==> src/rtl/spi_rxbuf_pkg.sv <==
package spi_rxbuf_pkg;

  // Strobes from the control half to the datapath half
  typedef struct packed {
    logic shiftEn;    // sample one serial bit this cycle
    logic byteDone;   // this sampled bit completes a byte
    logic frameReset; // chip-select inactive: drop partial state
  } ctlStrobes_t;

endpackage

==> src/rtl/spi_rxbuf_sync.sv <==
// Multi-stage synchronizer for a vector of asynchronous inputs.
module spi_rxbuf_sync #(
  parameter int WIDTH = 1,
  parameter int STAGES = 2,
  parameter logic [WIDTH-1:0] RESET_VAL = '0
) (
  input  logic             clk,
  input  logic             rst_n,
  input  logic [WIDTH-1:0] asyncIn,
  output logic [WIDTH-1:0] syncOut
);

  logic [WIDTH-1:0] chain [STAGES];

  generate
    for (genvar s = 0; s < STAGES; s++) begin : g_stage
      if (s == 0) begin : g_first
        always_ff @(posedge clk or negedge rst_n) begin
          if (!rst_n) chain[s] <= RESET_VAL;
          else        chain[s] <= asyncIn;
        end
      end else begin : g_next
        always_ff @(posedge clk or negedge rst_n) begin
          if (!rst_n) chain[s] <= RESET_VAL;
          else        chain[s] <= chain[s-1];
        end
      end
    end
  endgenerate

  assign syncOut = chain[STAGES-1];

endmodule

==> src/rtl/spi_rxbuf_ctrl.sv <==
// Control half: serial clock edge detection and bit counting.
module spi_rxbuf_ctrl
  import spi_rxbuf_pkg::*;
#(
  parameter int DATA_W = 8
) (
  input  logic        clk,
  input  logic        rst_n,
  input  logic        sckS,
  input  logic        csNS,
  output ctlStrobes_t stb
);

  localparam int CNT_W = (DATA_W > 1) ? $clog2(DATA_W) : 1;
  localparam logic [CNT_W-1:0] LAST_BIT = CNT_W'(DATA_W - 1);

  logic             sckPrev;
  logic [CNT_W-1:0] bitCnt;
  logic             sckRise;
  logic             csActive;

  always_comb begin
    sckRise        = sckS & ~sckPrev;
    csActive       = ~csNS;
    stb.frameReset = ~csActive;
    stb.shiftEn    = sckRise & csActive;
    stb.byteDone   = stb.shiftEn && (bitCnt == LAST_BIT);
  end

  always_ff @(posedge clk or negedge rst_n) begin
    if (!rst_n) begin
      sckPrev <= 1'b0;
      bitCnt  <= '0;
    end else begin
      sckPrev <= sckS;
      if (stb.frameReset)    bitCnt <= '0;
      else if (stb.byteDone) bitCnt <= '0;
      else if (stb.shiftEn)  bitCnt <= bitCnt + 1'b1;
    end
  end

endmodule

==> src/rtl/spi_rxbuf_dpath.sv <==
// Datapath half: shift register, holding register and flags.
module spi_rxbuf_dpath
  import spi_rxbuf_pkg::*;
#(
  parameter int DATA_W = 8
) (
  input  logic              clk,
  input  logic              rst_n,
  input  ctlStrobes_t       stb,
  input  logic              mosiS,
  input  logic              overwriteEn,
  input  logic              rdStb,
  input  logic              ovfClr,
  output logic [DATA_W-1:0] rxData,
  output logic              rxFull,
  output logic              rxOvf
);

  logic [DATA_W-1:0] shiftReg;
  logic [DATA_W-1:0] nextByte;
  logic              fullNow;
  logic              takeByte;
  logic              collide;

  always_comb begin
    nextByte = {shiftReg[DATA_W-2:0], mosiS};
    // A read in the same cycle counts as already having freed the buffer
    fullNow  = rxFull & ~rdStb;
    collide  = stb.byteDone & fullNow;
    takeByte = stb.byteDone & (~fullNow | overwriteEn);
  end

  always_ff @(posedge clk or negedge rst_n) begin
    if (!rst_n)              shiftReg <= '0;
    else if (stb.frameReset) shiftReg <= '0;
    else if (stb.shiftEn)    shiftReg <= nextByte;
  end

  always_ff @(posedge clk or negedge rst_n) begin
    if (!rst_n)        rxData <= '0;
    else if (takeByte) rxData <= nextByte;
  end

  always_ff @(posedge clk or negedge rst_n) begin
    if (!rst_n)            rxFull <= 1'b0;
    else if (stb.byteDone) rxFull <= 1'b1;
    else if (rdStb)        rxFull <= 1'b0;
  end

  always_ff @(posedge clk or negedge rst_n) begin
    if (!rst_n)       rxOvf <= 1'b0;
    else if (collide) rxOvf <= 1'b1;
    else if (ovfClr)  rxOvf <= 1'b0;
  end

endmodule

==> src/rtl/spi_tgt_rxbuf.sv <==
// SPI target receiver, mode 0, with a one-entry buffer and overwrite policy.
module spi_tgt_rxbuf
  import spi_rxbuf_pkg::*;
#(
  parameter int DATA_W = 8,
  parameter int SYNC_STAGES = 2
) (
  input  logic              clk,
  input  logic              rst_n,
  input  logic              spiSck,
  input  logic              spiMosi,
  input  logic              spiCsN,
  input  logic              overwriteEn,
  input  logic              rdStb,
  input  logic              ovfClr,
  output logic [DATA_W-1:0] rxData,
  output logic              rxFull,
  output logic              rxOvf
);

  // Bit order in the synchronized vector: {csN, mosi, sck}
  localparam logic [2:0] SYNC_RESET = 3'b100;

  logic [2:0]  syncVec;
  ctlStrobes_t ctlStb;

  spi_rxbuf_sync #(
    .WIDTH(3),
    .STAGES(SYNC_STAGES),
    .RESET_VAL(SYNC_RESET)
  ) u_sync (
    .clk(clk),
    .rst_n(rst_n),
    .asyncIn({spiCsN, spiMosi, spiSck}),
    .syncOut(syncVec)
  );

  spi_rxbuf_ctrl #(.DATA_W(DATA_W)) u_ctrl (
    .clk(clk),
    .rst_n(rst_n),
    .sckS(syncVec[0]),
    .csNS(syncVec[2]),
    .stb(ctlStb)
  );

  spi_rxbuf_dpath #(.DATA_W(DATA_W)) u_dpath (
    .clk(clk),
    .rst_n(rst_n),
    .stb(ctlStb),
    .mosiS(syncVec[1]),
    .overwriteEn(overwriteEn),
    .rdStb(rdStb),
    .ovfClr(ovfClr),
    .rxData(rxData),
    .rxFull(rxFull),
    .rxOvf(rxOvf)
  );

endmodule

==> config.mk <==
export PLATFORM = sky130hd
export DESIGN_NAME = spi_tgt_rxbuf
export DESIGN_NICKNAME = d
export VERILOG_FILES = /design/src/rtl/spi_rxbuf_pkg.sv /design/src/rtl/spi_rxbuf_sync.sv /design/src/rtl/spi_rxbuf_ctrl.sv /design/src/rtl/spi_rxbuf_dpath.sv /design/src/rtl/spi_tgt_rxbuf.sv
export SDC_FILE = /design/constraint.sdc
export NUM_CORES = 1
export LEC_CHECK = 0
export BUFFER_PORTS_ARGS = -buffer_cell sky130_fd_sc_hd__buf_2
export CAP_MARGIN = 20
export CORE_ASPECT_RATIO = 0.8
export CORE_MARGIN = 3
export CORE_UTILIZATION = 35
export CTS_CLUSTER_DIAMETER = 100
export DETAILED_ROUTE_END_ITERATION = 7
export GPL_TIMING_DRIVEN = 1
export MAX_ROUTING_LAYER = met4
export PLACE_DENSITY = 0.6
export SYNTH_ARGS = -nofsm -noshare
export SYNTH_HDL_FRONTEND = slang
export SYNTH_HIERARCHICAL = 1
export SYNTH_SLANG_ARGS = --single-unit
==> constraint.sdc <==
create_clock -name clk -period 1.65 [get_ports clk]
set_input_delay 0.2475 -clock clk [delete_from_list [all_inputs] [get_ports clk]]
set_output_delay 0.2475 -clock clk [all_outputs]
set_load 0.1 [all_outputs]
==> out/results.ini, run 1 <==
[run_status]
status=complete, no violations

[place]
placed_cell_area_mm2=0.001323
gp_congestion=0.7563
post-place-ws_ps=-203.9
dp_hpwl_um=1610
post-place-cells=154
io_buffers=17

[timing]
worst_slew_pin_slew_ps=577.1
slew_viol_final=0
worst_slack_ps=164.9
rsz0062_at_grt=no
min_period_ps=1485
slew-limit-headroom=0.6153
finalSetupViolations=0
worst_clock_skew_ps=7.112
period_share=0.9001
hold_viol=0
fmax_ghz=0.6733

[cells_and_area]
fin_util=0.4382
fillers=328
nets=131
diodes=0
final_area_mm2=0.001401
layout_commonest_cell=dfrtp_1
area_growth_pct=16.42
drive_gt1_frac=0.2833
most-common-layout-cells=24 x dfrtp_1, 17 x buf_2, 11 x nor2_1
stdcell_count=160

[route]
routed_wl_um=2208
ant_nets=0
vias=789
initialDrtViolationCount=55
remaining_drc_errors=0
dr.pass1.iters=4
avgViaCountPerCell=4.931
wl_per_cell_um=13.80

[worst_setup_path]
cp_num_buf_inv=1
reg2reg_to=u_ctrl/bitCnt[2]
r2r_start=u_ctrl/bitCnt[0]
rr_worst_depth=5
crit_chain=ha_1 > ha_1 > buf_4 > or3b_1 > a21oi_1
crit_top_cell=ha_1
worst_ep_arrival_time_ps=1690
crit_family=flip-flops
crit_required_ps=1850
critPathMaxFanout=2
critical_path.slowest_cell=dfrtp_1
r2r_setup_slack_ps=160
start_kind=register
critPathMaxStageDelay_ps=400
critPathKind=reg2reg
cp-end-kind=register

[clock_tree]
cts.sink_count=27
clockRootBuffer=clkbuf_8
cts_buffer_depth=2
ctsHtreeMaxLevel=1
cts_tree=built
cts.clk_slew.worst_paths_ps=100
clock_latency_ps=280
cts-buffers-inserted=3

[yosys]
synth-seq-area-share=0.5634
netlist_area_mm2=0.001204
synth.distinct_cells=21
synthesis.nets=111
synth.avg_cell_area_um2=11.92
yosys_warnings=6
ys_ff_latch=27
postSynthCellCount=101

[grt]
grt_max_degree=28
grt_use_total=0.1197
grt_overflow_total=0
grt_pass1_vias=768
antenna_found_initial=0
grt_first_pass_wirelength_um=3822

[power]
power_density_mw_per_mm2=810.9
vdd_drop_max_mv=0.5266
power_mw=1.136
p_leak_nw=0.6175

[floorplan]
row_count=18
start_util=0.3764
fp.coreArea_mm2=0.003198
ios=18
die_h_um=58.45
dieArea_mm2=0.004183
die_w_um=71.57

[worst_hold_path]
worstHoldStart=spiCsN
hold_path.class=in2reg
hold_depth=1
min_to=u_sync/chain[5]

[flow_run]
cap_violations=0

[routing by layer]
metal,part of all wire,track usage
met5,0,-
met3,0.078,0.04949
met4,0.0027,0.01609
met1,0.48,0.1778
met2,0.44,0.1545
[worst max-delay path by stage]
| stage | start | end | cells after the start |
|---|---|---|---|
| 5_1_grt | u_ctrl/bitCnt[0] | u_ctrl/bitCnt[2] | 5 |
| 3_5_place_dp | u_ctrl/bitCnt[0] | u_dpath/rxData[7] | 6 |
| 2_1_floorplan | u_ctrl/bitCnt[0] | u_dpath/rxOvf | 6 |
| 3_3_place_gp | u_ctrl/bitCnt[1] | u_dpath/rxData[7] | 6 |
| 6_report | u_ctrl/bitCnt[0] | u_ctrl/bitCnt[2] | 5 |
| 4_1_cts | u_ctrl/bitCnt[0] | u_dpath/rxData[7] | 6 |
[kinds of logic (layout without fill, tap and decap cells)]
| group | after synthesis | in the layout | synth area share |
|---|---|---|---|
| AOI/OAI and AO/OA | 11 | 11 | 0.06965 |
| adders and majority gates | 2 | 2 | 0.02079 |
| buffers and inverters | 12 | 31 | 0.05821 |
| DFF | 27 | 27 | 0.5634 |
| muxes | 9 | 9 | 0.07485 |
| and+or+nand+nor | 40 | 40 | 0.2131 |
[state kept, by name, indices dropped and copies added (netlist names)]
| register | count |
|---|---|
| u_dpath/rxOvf | 1 |
| u_sync/chain | 3 |
| u_ctrl/sckPrev | 1 |
| u_dpath/rxFull | 1 |
| u_dpath/rxData | 8 |
| u_dpath/shiftReg | 7 |
| u_sync/syncOut | 3 |
| u_ctrl/bitCnt | 3 |
[layout make-up]
cell class / instances / area, µm² / share of cell area
inverter: 2 / 7.507 / 0.005357
clock buffer: 3 / 41.29 / 0.02946
tap: 40 / 50.05 / 0.03571
clock inverter: 1 / 8.758 / 0.006250
sequential: 27 / 679.4 / 0.4848
timing repair buffer: 25 / 147.6 / 0.1054
multi-input combinational: 62 / 466.7 / 0.3330
[stage by stage]
step / TNS [ps] / hold WS, ps
after floorplan: 0 / -48.09
after global placement: -511.2 / 282.6
after detailed placement: -1295 / 288.3
after CTS: 0 / 50.59
after global routing: 0 / 29.97
final: 0 / 57.46
[repair_timing]
action / in CTS / in global routing
resized for setup: 1 / 1
setup buffers: 0 / 1
endpoints found under the hold margin: 25 / 0
hold buffers: 1 / 0
endpoints found under the setup margin: 7 / 7
[power by group]
group	switching, mW	internal (mW)
Clock	0.213	0.177
Combinational	0.0364	0.0283
Sequential	0.00628	0.675
[cell usage after synthesis]
cell        n  area share
dfrtp_1    25        0.52
nor2_1     11       0.034
mux2i_1     9       0.075
nand2_1     9       0.028
nand2b_1    9       0.047
nand4bb_1   8       0.075
o211ai_1    8       0.050
buf_4       5       0.031
clkbuf_1    2      0.0062
dfstp_2     2       0.044
ha_1        2       0.021
inv_1       2      0.0062
a21o_2      1      0.0073
a21oi_1     1      0.0042
a32o_1      1      0.0083
buf_2       1      0.0042
clkbuf_2    1      0.0042
clkbuf_4    1      0.0062
nor3b_1     1      0.0062
nor3b_4     1       0.016
or3b_1      1      0.0073
Power figures use the tool's default switching activity.
==> run 2: changes to the inputs <==
--- a/config.mk
+++ b/config.mk
@@ -14,7 +14,7 @@
 export DETAILED_ROUTE_END_ITERATION = 7
 export GPL_TIMING_DRIVEN = 1
 export MAX_ROUTING_LAYER = met4
-export PLACE_DENSITY = 0.6
+export SETUP_SLACK_MARGIN = 0.3
 export SYNTH_ARGS = -nofsm -noshare
 export SYNTH_HDL_FRONTEND = slang
 export SYNTH_HIERARCHICAL = 1
==> out/results.ini, run 2 (synthesized netlist as in run 1, its figures left out) <==
[flow_run]
cap_violations=0  ; unchanged

[cells_and_area]
most-common-layout-cells=24 x dfrtp_1, 12 x buf_4, 11 x nor2_1
reg_top3=u_dpath/rxData: 8 flops, u_dpath/shiftReg: 7 flops
drive_gt1_frac=0.3306  ; +0.04725
nets=132  ; +0.76%
largest_register_ffs=8  ; unchanged
layout_commonest_cell=dfrtp_1
diodes=0  ; unchanged
area_growth_pct=22.97
fin_util=0.4628  ; +0.02465
largest_register=u_dpath/rxData

[route]
avgViaCountPerCell=4.733  ; -4.0%
routed_wl_um=2206  ; about the same
ant_nets=0  ; unchanged
dr.pass1.iters=4  ; unchanged
wl_per_cell_um=13.70  ; -0.71%
remaining_drc_errors=0  ; unchanged
vias=762  ; -3.4%
initialDrtViolationCount=31  ; -44%

[clock_tree]
cts.clk_slew.worst_paths_ps=90  ; about the same
cts_buffer_depth=2  ; unchanged
ctsHtreeMaxLevel=1  ; unchanged
clock_latency_ps=270  ; about the same
clockRootBuffer=clkbuf_8
cts.sink_count=27  ; unchanged
cts-buffers-inserted=3  ; unchanged
cts_tree=built

[grt]
grt_max_degree=28  ; unchanged
antenna_found_initial=0  ; unchanged
grt_overflow_total=0  ; unchanged
grt_use_total=0.1172  ; -0.002539
grt_first_pass_wirelength_um=3643  ; -4.7%
grt_pass1_vias=745  ; -3.0%

[worst_setup_path]
start_kind=register
cp-end-kind=register
crit_family=flip-flops
worst_ep_arrival_time_ps=1580  ; -110 ps
crit_chain=ha_4 > ha_4 > nor3b_4 > buf_4 > nand2b_1 > o211ai_1
cp_num_buf_inv=1  ; unchanged
crit_top_cell=ha_4
critPathKind=reg2reg
crit_required_ps=1800  ; -50 ps
critPathMaxStageDelay_ps=410  ; about the same
critical_path.slowest_cell=dfrtp_1
critPathMaxFanout=5  ; +3

[timing]
rsz0062_at_grt=yes
period_share=0.8675  ; -0.03253
worst_clock_skew_ps=4.578  ; -2.534 ps
whs_ps=62.41  ; +4.953 ps
worst_slew_pin_slew_ps=588.4  ; +11.26 ps
hold_viol=0  ; unchanged
slew-limit-headroom=0.6078  ; -0.007505
fmax_ghz=0.6986  ; +3.7%
min_period_ps=1431  ; -53.68 ps
slew_viol_final=0  ; unchanged
setup_tns_ps=0  ; unchanged
finalSetupViolations=0  ; unchanged

[power]
power_density_mw_per_mm2=769.2  ; -5.1%
vdd_drop_max_mv=0.5256  ; -0.19%
p_leak_nw=0.6411  ; +3.8%
power_mw=1.138  ; +0.19%

[floorplan]
fp.coreArea_mm2=0.003198  ; unchanged
die_w_um=71.57  ; unchanged
ios=18  ; unchanged
dieArea_mm2=0.004183  ; unchanged
start_util=0.3764  ; unchanged
row_count=18  ; unchanged
die_h_um=58.45  ; unchanged

[place]
gp_congestion=0.7291  ; -3.6%
dp_hpwl_um=1437  ; -11%
io_buffers=17  ; unchanged

[run_status]
status=complete, no violations

[worst_hold_path]
hold_path.class=in2reg

[run 2: cell count changes in the layout (fill, tap and decap cells not counted), sizes merged]
cell    change
buf         -2
clkbuf      +3
[run 2: path summary, 6_finish.rpt]
| kind | from | slack [ps] | to | cells after the start |
|---|---|---|---|---|
| setup / recovery | u_ctrl/bitCnt[1] | 220 | u_dpath/rxData[6] | 6 |
| hold / removal | spiCsN | 60 | u_sync/chain[5] | 1 |
| setup reg to reg | u_ctrl/bitCnt[1] | 220 | u_dpath/rxData[6] | 6 |
| hold reg to reg | u_sync/chain[3] | 360 | u_sync/syncOut[0] | 0 |
| max in group asynchronous | rst_n | 710 | u_dpath/rxFull | 2 |
| min in group asynchronous | rst_n | 500 | u_sync/chain[3] | 2 |
[run 2: metal layers]
layer / share of wire / track usage
met1: 0.52 / 0.1636
met2: 0.41 / 0.1571
met3: 0.059 / 0.04608
met4: 0.012 / 0.03217
met5: 0 / -
[run 2: layout make-up]
class	count	area, µm²
Timing Repair Buffer	26	185.2
Clock buffer	3	41.29
Multi-Input combinational cell	62	505.5
Inverter	2	7.507
Sequential cell	27	681.9
Clock inverter	1	8.758
Fill cell	313	1718
Tap cell	40	50.05
[run 2: worst register-to-register path, stage by stage (launching register included)]
cell and delay, ps:
dfrtp_1 410, ha_4 160, ha_4 130, nor3b_4 240
buf_4 180, nand2b_1 100, o211ai_1 80
[run 2: through the flow]
stage                     instance area [µm²]  setup WS, ps  instances
after floorplan                          1234         225.5        101
final                                    1480         218.5        161
after CTS                                1416         226.6        158
after global routing                     1480         121.4        161
after global placement                   1310         241.4        150
after detailed placement                 1310         195.8        150
[run 2: report_power, final]
part	internal, mW	leakage, nW	switching (mW)
clock network	0.177	0.0261	0.207
logic	0.0331	0.301	0.0354
registers	0.676	0.314	0.0105
[run 2: what timing repair did]
action,CTS,global route
cloned,2,0
pin swaps,1,3
endpoints found under the hold margin,25,0
hold buffers,1,0
resized for setup,12,11
setup buffers,1,3
setup endpoints to repair,17,22
